`src/rtl/can_rx_ring_pkg.sv`:
```
package can_rx_ring_pkg;

  localparam int LEN_W = 4;

  // Record length from its frame-information byte:
  // info byte + identifier bytes + capped data bytes (none for a remote frame).
  function automatic logic [LEN_W-1:0] rec_len(input logic [7:0] info, input int unsigned cap);
    int unsigned n_id;
    int unsigned n_data;
    n_id   = info[7] ? 4 : 2;
    n_data = 0;
    if (!info[6]) begin
      n_data = (int'(info[3:0]) > int'(cap)) ? cap : int'(info[3:0]);
    end
    return LEN_W'(1 + n_id + n_data);
  endfunction

endpackage

```
`src/rtl/rxr_store.sv`:
```
module rxr_store #(
  parameter int ADDR_W    = 6,
  parameter int WIN_BYTES = 13,
  parameter int WA_W      = 4
) (
  input  logic              clk,
  input  logic              we,
  input  logic [ADDR_W-1:0] waddr,
  input  logic [7:0]        wdata,
  input  logic [ADDR_W-1:0] head_ptr,
  input  logic [WA_W-1:0]   win_addr,
  output logic [7:0]        win_data,
  output logic [7:0]        head_info
);

  localparam int DEPTH = 1 << ADDR_W;

  logic [7:0] mem [DEPTH];
  logic [ADDR_W-1:0] win_idx;

  always_ff @(posedge clk) begin
    if (we) begin
      mem[waddr] <= wdata;
    end
  end

  always_comb begin
    win_idx  = head_ptr + ADDR_W'(win_addr);
    win_data = (int'(win_addr) < WIN_BYTES) ? mem[win_idx] : 8'h00;
    head_info = mem[head_ptr];
  end

endmodule

```
`src/rtl/rxr_writer.sv`:
```
module rxr_writer #(
  parameter int ADDR_W   = 6,
  parameter int MAX_DATA = 8
) (
  input  logic              clk,
  input  logic              rst_n,
  input  logic              hold,
  input  logic              wr_valid,
  input  logic              wr_sof,
  input  logic [7:0]        wr_data,
  input  logic              wr_commit,
  input  logic              wr_abort,
  input  logic [ADDR_W:0]   fill,
  output logic              mem_we,
  output logic [ADDR_W-1:0] mem_waddr,
  output logic [7:0]        mem_wdata,
  output logic              commit_fire,
  output logic [can_rx_ring_pkg::LEN_W-1:0] commit_len,
  output logic              ovr_fire
);

  import can_rx_ring_pkg::*;

  localparam int DEPTH  = 1 << ADDR_W;
  localparam int FILL_W = ADDR_W + 1;

  logic              active;
  logic [ADDR_W-1:0] base;
  logic [LEN_W-1:0]  cur;
  logic [LEN_W-1:0]  exp_len;

  logic [FILL_W:0] used_now;
  logic            room_first;
  logic            room_next;
  logic            take_first;
  logic            take_next;
  logic            ctl_cycle;

  always_comb begin
    used_now   = {1'b0, fill} + (FILL_W + 1)'(cur);
    room_first = int'(fill) < DEPTH;
    room_next  = int'(used_now) < DEPTH;
    take_first = wr_valid && wr_sof;
    take_next  = wr_valid && !wr_sof && active && (cur < exp_len);
    ctl_cycle  = !wr_valid && active;

    ovr_fire    = !hold && ((take_first && !room_first) || (take_next && !room_next));
    mem_we      = !hold && ((take_first && room_first) || (take_next && room_next));
    mem_waddr   = take_first ? base : base + ADDR_W'(cur);
    mem_wdata   = wr_data;
    commit_fire = !hold && ctl_cycle && wr_commit && (cur == exp_len);
    commit_len  = cur;
  end

  always_ff @(posedge clk or negedge rst_n) begin
    if (!rst_n) begin
      active  <= 1'b0;
      base    <= '0;
      cur     <= '0;
      exp_len <= '0;
    end else if (hold) begin
      active  <= 1'b0;
      base    <= '0;
      cur     <= '0;
      exp_len <= '0;
    end else if (ovr_fire) begin
      active <= 1'b0;
      cur    <= '0;
    end else if (take_first) begin
      active  <= 1'b1;
      cur     <= LEN_W'(1);
      exp_len <= rec_len(wr_data, MAX_DATA);
    end else if (take_next) begin
      cur <= cur + LEN_W'(1);
    end else if (ctl_cycle && (wr_commit || wr_abort)) begin
      if (commit_fire) begin
        base <= base + ADDR_W'(cur);
      end
      active <= 1'b0;
      cur    <= '0;
    end
  end

endmodule

```
`src/rtl/rxr_ledger.sv`:
```
module rxr_ledger #(
  parameter int ADDR_W = 6,
  parameter int CNT_W  = 5
) (
  input  logic              clk,
  input  logic              rst_n,
  input  logic              hold,
  input  logic              commit_fire,
  input  logic [can_rx_ring_pkg::LEN_W-1:0] commit_len,
  input  logic              release_req,
  input  logic [can_rx_ring_pkg::LEN_W-1:0] head_len,
  input  logic              ovr_fire,
  input  logic              clr_ovr,
  output logic              rel_fire,
  output logic [ADDR_W:0]   fill,
  output logic [CNT_W-1:0]  count,
  output logic              ovr_status,
  output logic              ovr_pulse
);

  localparam int FILL_W = ADDR_W + 1;

  logic [FILL_W-1:0] fill_add;
  logic [FILL_W-1:0] fill_sub;

  always_comb begin
    rel_fire = !hold && release_req && (count != '0);
    fill_add = commit_fire ? FILL_W'(commit_len) : '0;
    fill_sub = rel_fire ? FILL_W'(head_len) : '0;
  end

  always_ff @(posedge clk or negedge rst_n) begin
    if (!rst_n) begin
      fill       <= '0;
      count      <= '0;
      ovr_status <= 1'b0;
      ovr_pulse  <= 1'b0;
    end else if (hold) begin
      fill       <= '0;
      count      <= '0;
      ovr_status <= 1'b0;
      ovr_pulse  <= 1'b0;
    end else begin
      fill <= fill + fill_add - fill_sub;
      case ({commit_fire, rel_fire})
        2'b10:   count <= count + CNT_W'(1);
        2'b01:   count <= count - CNT_W'(1);
        default: count <= count;
      endcase
      ovr_pulse <= ovr_fire;
      if (ovr_fire) begin
        ovr_status <= 1'b1;
      end else if (clr_ovr) begin
        ovr_status <= 1'b0;
      end
    end
  end

endmodule

```
`src/rtl/rxr_head.sv`:
```
module rxr_head #(
  parameter int ADDR_W   = 6,
  parameter int MAX_DATA = 8
) (
  input  logic              clk,
  input  logic              rst_n,
  input  logic              hold,
  input  logic              rel_fire,
  input  logic [7:0]        head_info,
  output logic [ADDR_W-1:0] head_ptr,
  output logic [can_rx_ring_pkg::LEN_W-1:0] head_len
);

  import can_rx_ring_pkg::*;

  assign head_len = rec_len(head_info, MAX_DATA);

  always_ff @(posedge clk or negedge rst_n) begin
    if (!rst_n) begin
      head_ptr <= '0;
    end else if (hold) begin
      head_ptr <= '0;
    end else if (rel_fire) begin
      head_ptr <= head_ptr + ADDR_W'(head_len);
    end
  end

endmodule

```
`src/rtl/can_rx_ring.sv`:
```
module can_rx_ring #(
  parameter int ADDR_W    = 6,
  parameter int WIN_BYTES = 13,
  parameter int MAX_DATA  = 8,
  parameter int CNT_W     = 5
) (
  input  logic                         clk,
  input  logic                         rst_n,
  input  logic                         hold_i,
  input  logic                         wr_valid_i,
  input  logic                         wr_sof_i,
  input  logic [7:0]                   wr_data_i,
  input  logic                         wr_commit_i,
  input  logic                         wr_abort_i,
  input  logic [$clog2(WIN_BYTES)-1:0] win_addr_i,
  output logic [7:0]                   win_data_o,
  input  logic                         release_i,
  input  logic                         clr_ovr_i,
  output logic [ADDR_W-1:0]            start_addr_o,
  output logic [CNT_W-1:0]             msg_count_o,
  output logic                         not_empty_o,
  output logic                         ovr_status_o,
  output logic                         ovr_pulse_o
);

  import can_rx_ring_pkg::*;

  localparam int WA_W = $clog2(WIN_BYTES);

  logic              mem_we;
  logic [ADDR_W-1:0] mem_waddr;
  logic [7:0]        mem_wdata;
  logic [7:0]        head_info;
  logic [ADDR_W-1:0] head_ptr;
  logic [LEN_W-1:0]  head_len;
  logic              commit_fire;
  logic [LEN_W-1:0]  commit_len;
  logic              ovr_fire;
  logic              rel_fire;
  logic [ADDR_W:0]   fill;
  logic [CNT_W-1:0]  count;

  rxr_store #(.ADDR_W(ADDR_W), .WIN_BYTES(WIN_BYTES), .WA_W(WA_W)) u_store (
    .clk(clk), .we(mem_we), .waddr(mem_waddr), .wdata(mem_wdata),
    .head_ptr(head_ptr), .win_addr(win_addr_i), .win_data(win_data_o),
    .head_info(head_info)
  );

  rxr_writer #(.ADDR_W(ADDR_W), .MAX_DATA(MAX_DATA)) u_writer (
    .clk(clk), .rst_n(rst_n), .hold(hold_i),
    .wr_valid(wr_valid_i), .wr_sof(wr_sof_i), .wr_data(wr_data_i),
    .wr_commit(wr_commit_i), .wr_abort(wr_abort_i), .fill(fill),
    .mem_we(mem_we), .mem_waddr(mem_waddr), .mem_wdata(mem_wdata),
    .commit_fire(commit_fire), .commit_len(commit_len), .ovr_fire(ovr_fire)
  );

  rxr_ledger #(.ADDR_W(ADDR_W), .CNT_W(CNT_W)) u_ledger (
    .clk(clk), .rst_n(rst_n), .hold(hold_i),
    .commit_fire(commit_fire), .commit_len(commit_len),
    .release_req(release_i), .head_len(head_len),
    .ovr_fire(ovr_fire), .clr_ovr(clr_ovr_i),
    .rel_fire(rel_fire), .fill(fill), .count(count),
    .ovr_status(ovr_status_o), .ovr_pulse(ovr_pulse_o)
  );

  rxr_head #(.ADDR_W(ADDR_W), .MAX_DATA(MAX_DATA)) u_head (
    .clk(clk), .rst_n(rst_n), .hold(hold_i), .rel_fire(rel_fire),
    .head_info(head_info), .head_ptr(head_ptr), .head_len(head_len)
  );

  assign start_addr_o = head_ptr;
  assign msg_count_o  = count;
  assign not_empty_o  = (count != '0);

endmodule

```
`config.mk`:
```
export PLATFORM = sky130hd
export DESIGN_NAME = can_rx_ring
export DESIGN_NICKNAME = d
export VERILOG_FILES = /design/src/rtl/can_rx_ring_pkg.sv /design/src/rtl/rxr_store.sv /design/src/rtl/rxr_writer.sv /design/src/rtl/rxr_ledger.sv /design/src/rtl/rxr_head.sv /design/src/rtl/can_rx_ring.sv
export SDC_FILE = /design/constraint.sdc
export NUM_CORES = 1
export LEC_CHECK = 0
export ABC_AREA = 0
export BUFFER_PORTS_ARGS = -buffer_cell sky130_fd_sc_hd__buf_2
export CORE_ASPECT_RATIO = 0.7
export CORE_MARGIN = 3
export CORE_UTILIZATION = 40
export CTS_CLUSTER_DIAMETER = 50
export DETAILED_ROUTE_END_ITERATION = 10
export GPL_TIMING_DRIVEN = 0
export PLACE_DENSITY = 0.55
export SETUP_SLACK_MARGIN = 0.4
export SYNTH_ARGS = -nofsm -noshare
export SYNTH_HDL_FRONTEND = slang
export SYNTH_HIERARCHICAL = 1
export SYNTH_SLANG_ARGS = --single-unit
export TNS_END_PERCENT = 30
```
`constraint.sdc`:
```
create_clock -name clk -period 4.8 [get_ports clk]
set_clock_uncertainty 0.05 [all_clocks]
set_input_delay 0.24 -clock clk [delete_from_list [all_inputs] [get_ports clk]]
set_output_delay 0.24 -clock clk [all_outputs]
set_load 0.01 [all_outputs]
```
==> results list <==
* Yosys warning count: 6
* Highest Clock Rate: 186 MHz
* I/O pin total: 43
- Drt first-iter violations: 1810
* Wire length of the first global-routing pass: 114 mm
* Minimum hold slack: 59.6 ps
- Worst-case hold path end point: u_writer/exp_len[0]$_DFFE_PN0P_
- TritonCTS built the clock tree.
* Root cell of the clock tree: clkbuf_16
- Reg-to-Reg End: u_ledger/fill[5]$_DFF_PN0_
- Summed over all cells, the static leakage comes to 10.2 nW.
* Average instance area after synthesis: 17.8 um^2
- Total power: 0.0142 W
- The internal power of the cells totals 0.00986 W.
* Shortest clock period the worst path allows after layout: 5380 ps
- Setup repair after global routing could not meet its margin everywhere.
- The worst hold path begins at wr_data_i[6].
- Vias per cell: 6.17
* Sw Share: 0.305
- Sw power: 0.00433 W
- Headroom to the max-slew limit came out at 0.247.
* Largest net degree at the start of global routing: 65
* Number of global-route vias before repair: 15.3k
* Total number of clock tree sinks: 547
- The final route contains 15.7k vias.
- Sum of routed wire length over all layers: 80.5 mm
- Global-route usage over all layers: 0.236
- After detailed routing, the average wire length per cell comes to 31.7 um.
* Final Slew Violations: 0
- Starting density of the core: 0.410
- CTS Buf Count: 58
* Ratio of cells with drive above 1 in the final layout: 0.388
- In the final timing run, aggregate negative setup slack is -2120 ps.
- The worst hold path passes through 3 cells.
- Setup violations remaining at the end of the flow were counted as 8.
* Final worst slack: -584 ps
* Startpoint class of the critical path: flip-flop
- Dividing total power by cell area gives a power density of 459 mW/mm^2.
- The worst register-to-register path begins at u_head/head_ptr[0]$_DFFE_PN0P_.
* Synthesized netlist net count: 1536
* Ratio of final minimum period to clock period: 1.12
- Data arrival at the endpoint of the critical path: 5840 ps
* Number of H-tree levels: 2
- Full die area: 0.0686 mm^2
- After detailed routing, the number of remaining DRC violations is 0.
- In this run the worst path has a maximum fanout of 6.
- In this run the remaining antenna-violating nets after routing total 0.
- Cell count after placement: 2380
- Combinational share of power: 0.299
* Core Footprint: 0.0639 mm^2
* Number of hold violations in the final report: 0
* Violated checks: setup timing
- Synthesis handed over a netlist of 1471 instances.
- Clock power frac: 0.325
- The longest clock path from root to sink contains 3 buffers.
- Summing all non-filler instances in the final layout gives an area of 0.0310 mm^2.
- Worst hold path class: input pin to flip-flop
- In this run the cell area of the synthesized design comes to 0.0262 mm^2.
- HPWL reported at the end of detailed placement: 54.7 mm
- The net count of the finished layout is 1688.
- The floorplan step set the die width to 312 um.
- Weighted congestion at the end of routability-driven global placement: 0.869
- The number of cells on the worst reg-to-reg path is 18.
- After detailed placement, the total cell area comes to 0.0276 mm^2.
* Worst voltage drop across the vdd grid: 0.285 mV
- The first TritonRoute pass finished after 8 iterations.
- Register-to-Register Setup Slack: -580 ps
- Die Y: 220 um
* Data required, critical path: 5250 ps
- The worst setup path is captured at a flip-flop.
- Outcome: finished, violations left
* Port Buffer Count: 40
* Measured slew at the worst slew-check pin: 1130 ps
* Proportion of power drawn by flip-flops and latches: 0.376
* Row count: 77
* Total gr overflow: 0
- Area Growth Syn to Fin: 18.3%
- The setup path with the least slack is of type flip-flop to flip-flop.
- Clk slew on worst S/H paths: 60 ps
- Max-cap violations: 0
* Number of antenna violations at the first check in global routing: 5
- Clk Latency, worst-skew pair: 640 ps
- Non-Filler Instances: 2542
-- power by group through the flow --
stage,clock (W),combinational (W),sequential (W)
6_report,0.00461,0.00424,0.00534
5_1_grt,0.00491,0.00446,0.00534
4_1_cts,0.00471,0.00398,0.00534
3_5_place_dp,0,0.00354,0.00544
2_1_floorplan,0,0.00235,0.00541
3_3_place_gp,0,0.00352,0.00544
-- worst max path at each step --
stage / startpoint / endpoint
floorplan: u_head/head_ptr[0]$_DFFE_PN0P_ / u_ledger/fill[5]$_DFF_PN0_
global placement: u_head/head_ptr[2]$_DFFE_PN0P_ / u_ledger/fill[6]$_DFF_PN0_
detailed placement: u_head/head_ptr[1]$_DFFE_PN0P_ / win_data_o[5]
CTS: u_head/head_ptr[0]$_DFFE_PN0P_ / u_ledger/fill[5]$_DFF_PN0_
global route: u_head/head_ptr[0]$_DFFE_PN0P_ / u_ledger/fill[6]$_DFF_PN0_
finish: u_head/head_ptr[0]$_DFFE_PN0P_ / u_ledger/fill[5]$_DFF_PN0_
-- state kept, by name, summed over array words and instances, names as in the netlist --
name / flops
u_head/head_ptr: 6
u_ledger/count: 5
u_ledger/fill: 7
u_ledger/ovr_pulse: 1
u_ledger/ovr_status: 1
u_store/mem: 512
u_writer/active: 1
u_writer/base: 6
u_writer/commit_len: 4
u_writer/exp_len: 4
-- repair_timing --
action / in CTS / in global routing
setup endpoints to repair: 31 / 192
pin swaps: 22 / 23
hold buffers: 9 / 0
resized for setup: 189 / 63
hold endpoints to repair: 43 / 0
gates cloned: 3 / 0
buffers inserted: 21 / 19
-- final cells by class --
class,count,area [um^2]
fill,5280,32900
sequential,547,16300
multi-input combinational,791,9780
clock buffer,65,1500
tap,869,1090
buffer,99,1010
timing repair buffer,92,744
clock inverter,43,439
inverter,34,133
antenna,2,5.00
-- worst max-delay path, stage by stage (launching register included) --
cell and delay [ps]:
dfrtp_2 570, buf_12 210, buf_12 160, mux4_2 540, mux4_2 580, mux4_2 550
nor2_4 150, nand2_2 80, fa_1 520, inv_2 40, and2_4 130, fa_1 520
inv_1 60, ha_1 270, a21o_1 200, a21oi_2 160, nand2b_4 150, nor4b_1 50
a211o_1 250
-- layer usage --
| layer | up-vias | track usage | wire (um) |
|---|---|---|---|
| met3 | 112 | 0.0969 | 10800 |
| li1 | 6338 | - | - |
| met2 | 882 | 0.321 | 33000 |
| met4 | 6 | 0.0577 | 1780 |
| met1 | 8353 | 0.350 | 35000 |
| met5 | - | 0 | 36 |
-- metrics by stage --
stage	worst slack [ps]	utilization
after floorplan	-43.2	-
after global placement	-1210	0.432
after detailed placement	-1220	0.433
after CTS	-565	0.479
after global routing	-694	0.484
final	-584	0.485
-- cell usage in the layout (no fill, tap or decap), types with 8 or more instances in the layout --
cell           count
a21oi_1           12
a22oi_2           11
buf_12            11
buf_2             48
buf_4             56
buf_6              8
buf_8             14
clkbuf_1          17
clkbuf_16         68
clkbuf_2          12
clkinv_2          16
dfrtp_1           32
dlygate4sd3_1      9
edfxtp_1         512
fa_1               8
ha_1              30
inv_1             32
mux2_2            19
mux2_4            13
mux2i_1           10
mux4_2           254
nand2_1           90
nand2b_1          12
nand3_1           46
nand3_2            8
nand4_1            9
nor2_1            83
nor2_2            15
nor2b_1           12
o21ai_0           12
xnor2_1           10
No activity file was read; power rests on OpenSTA's default activity.
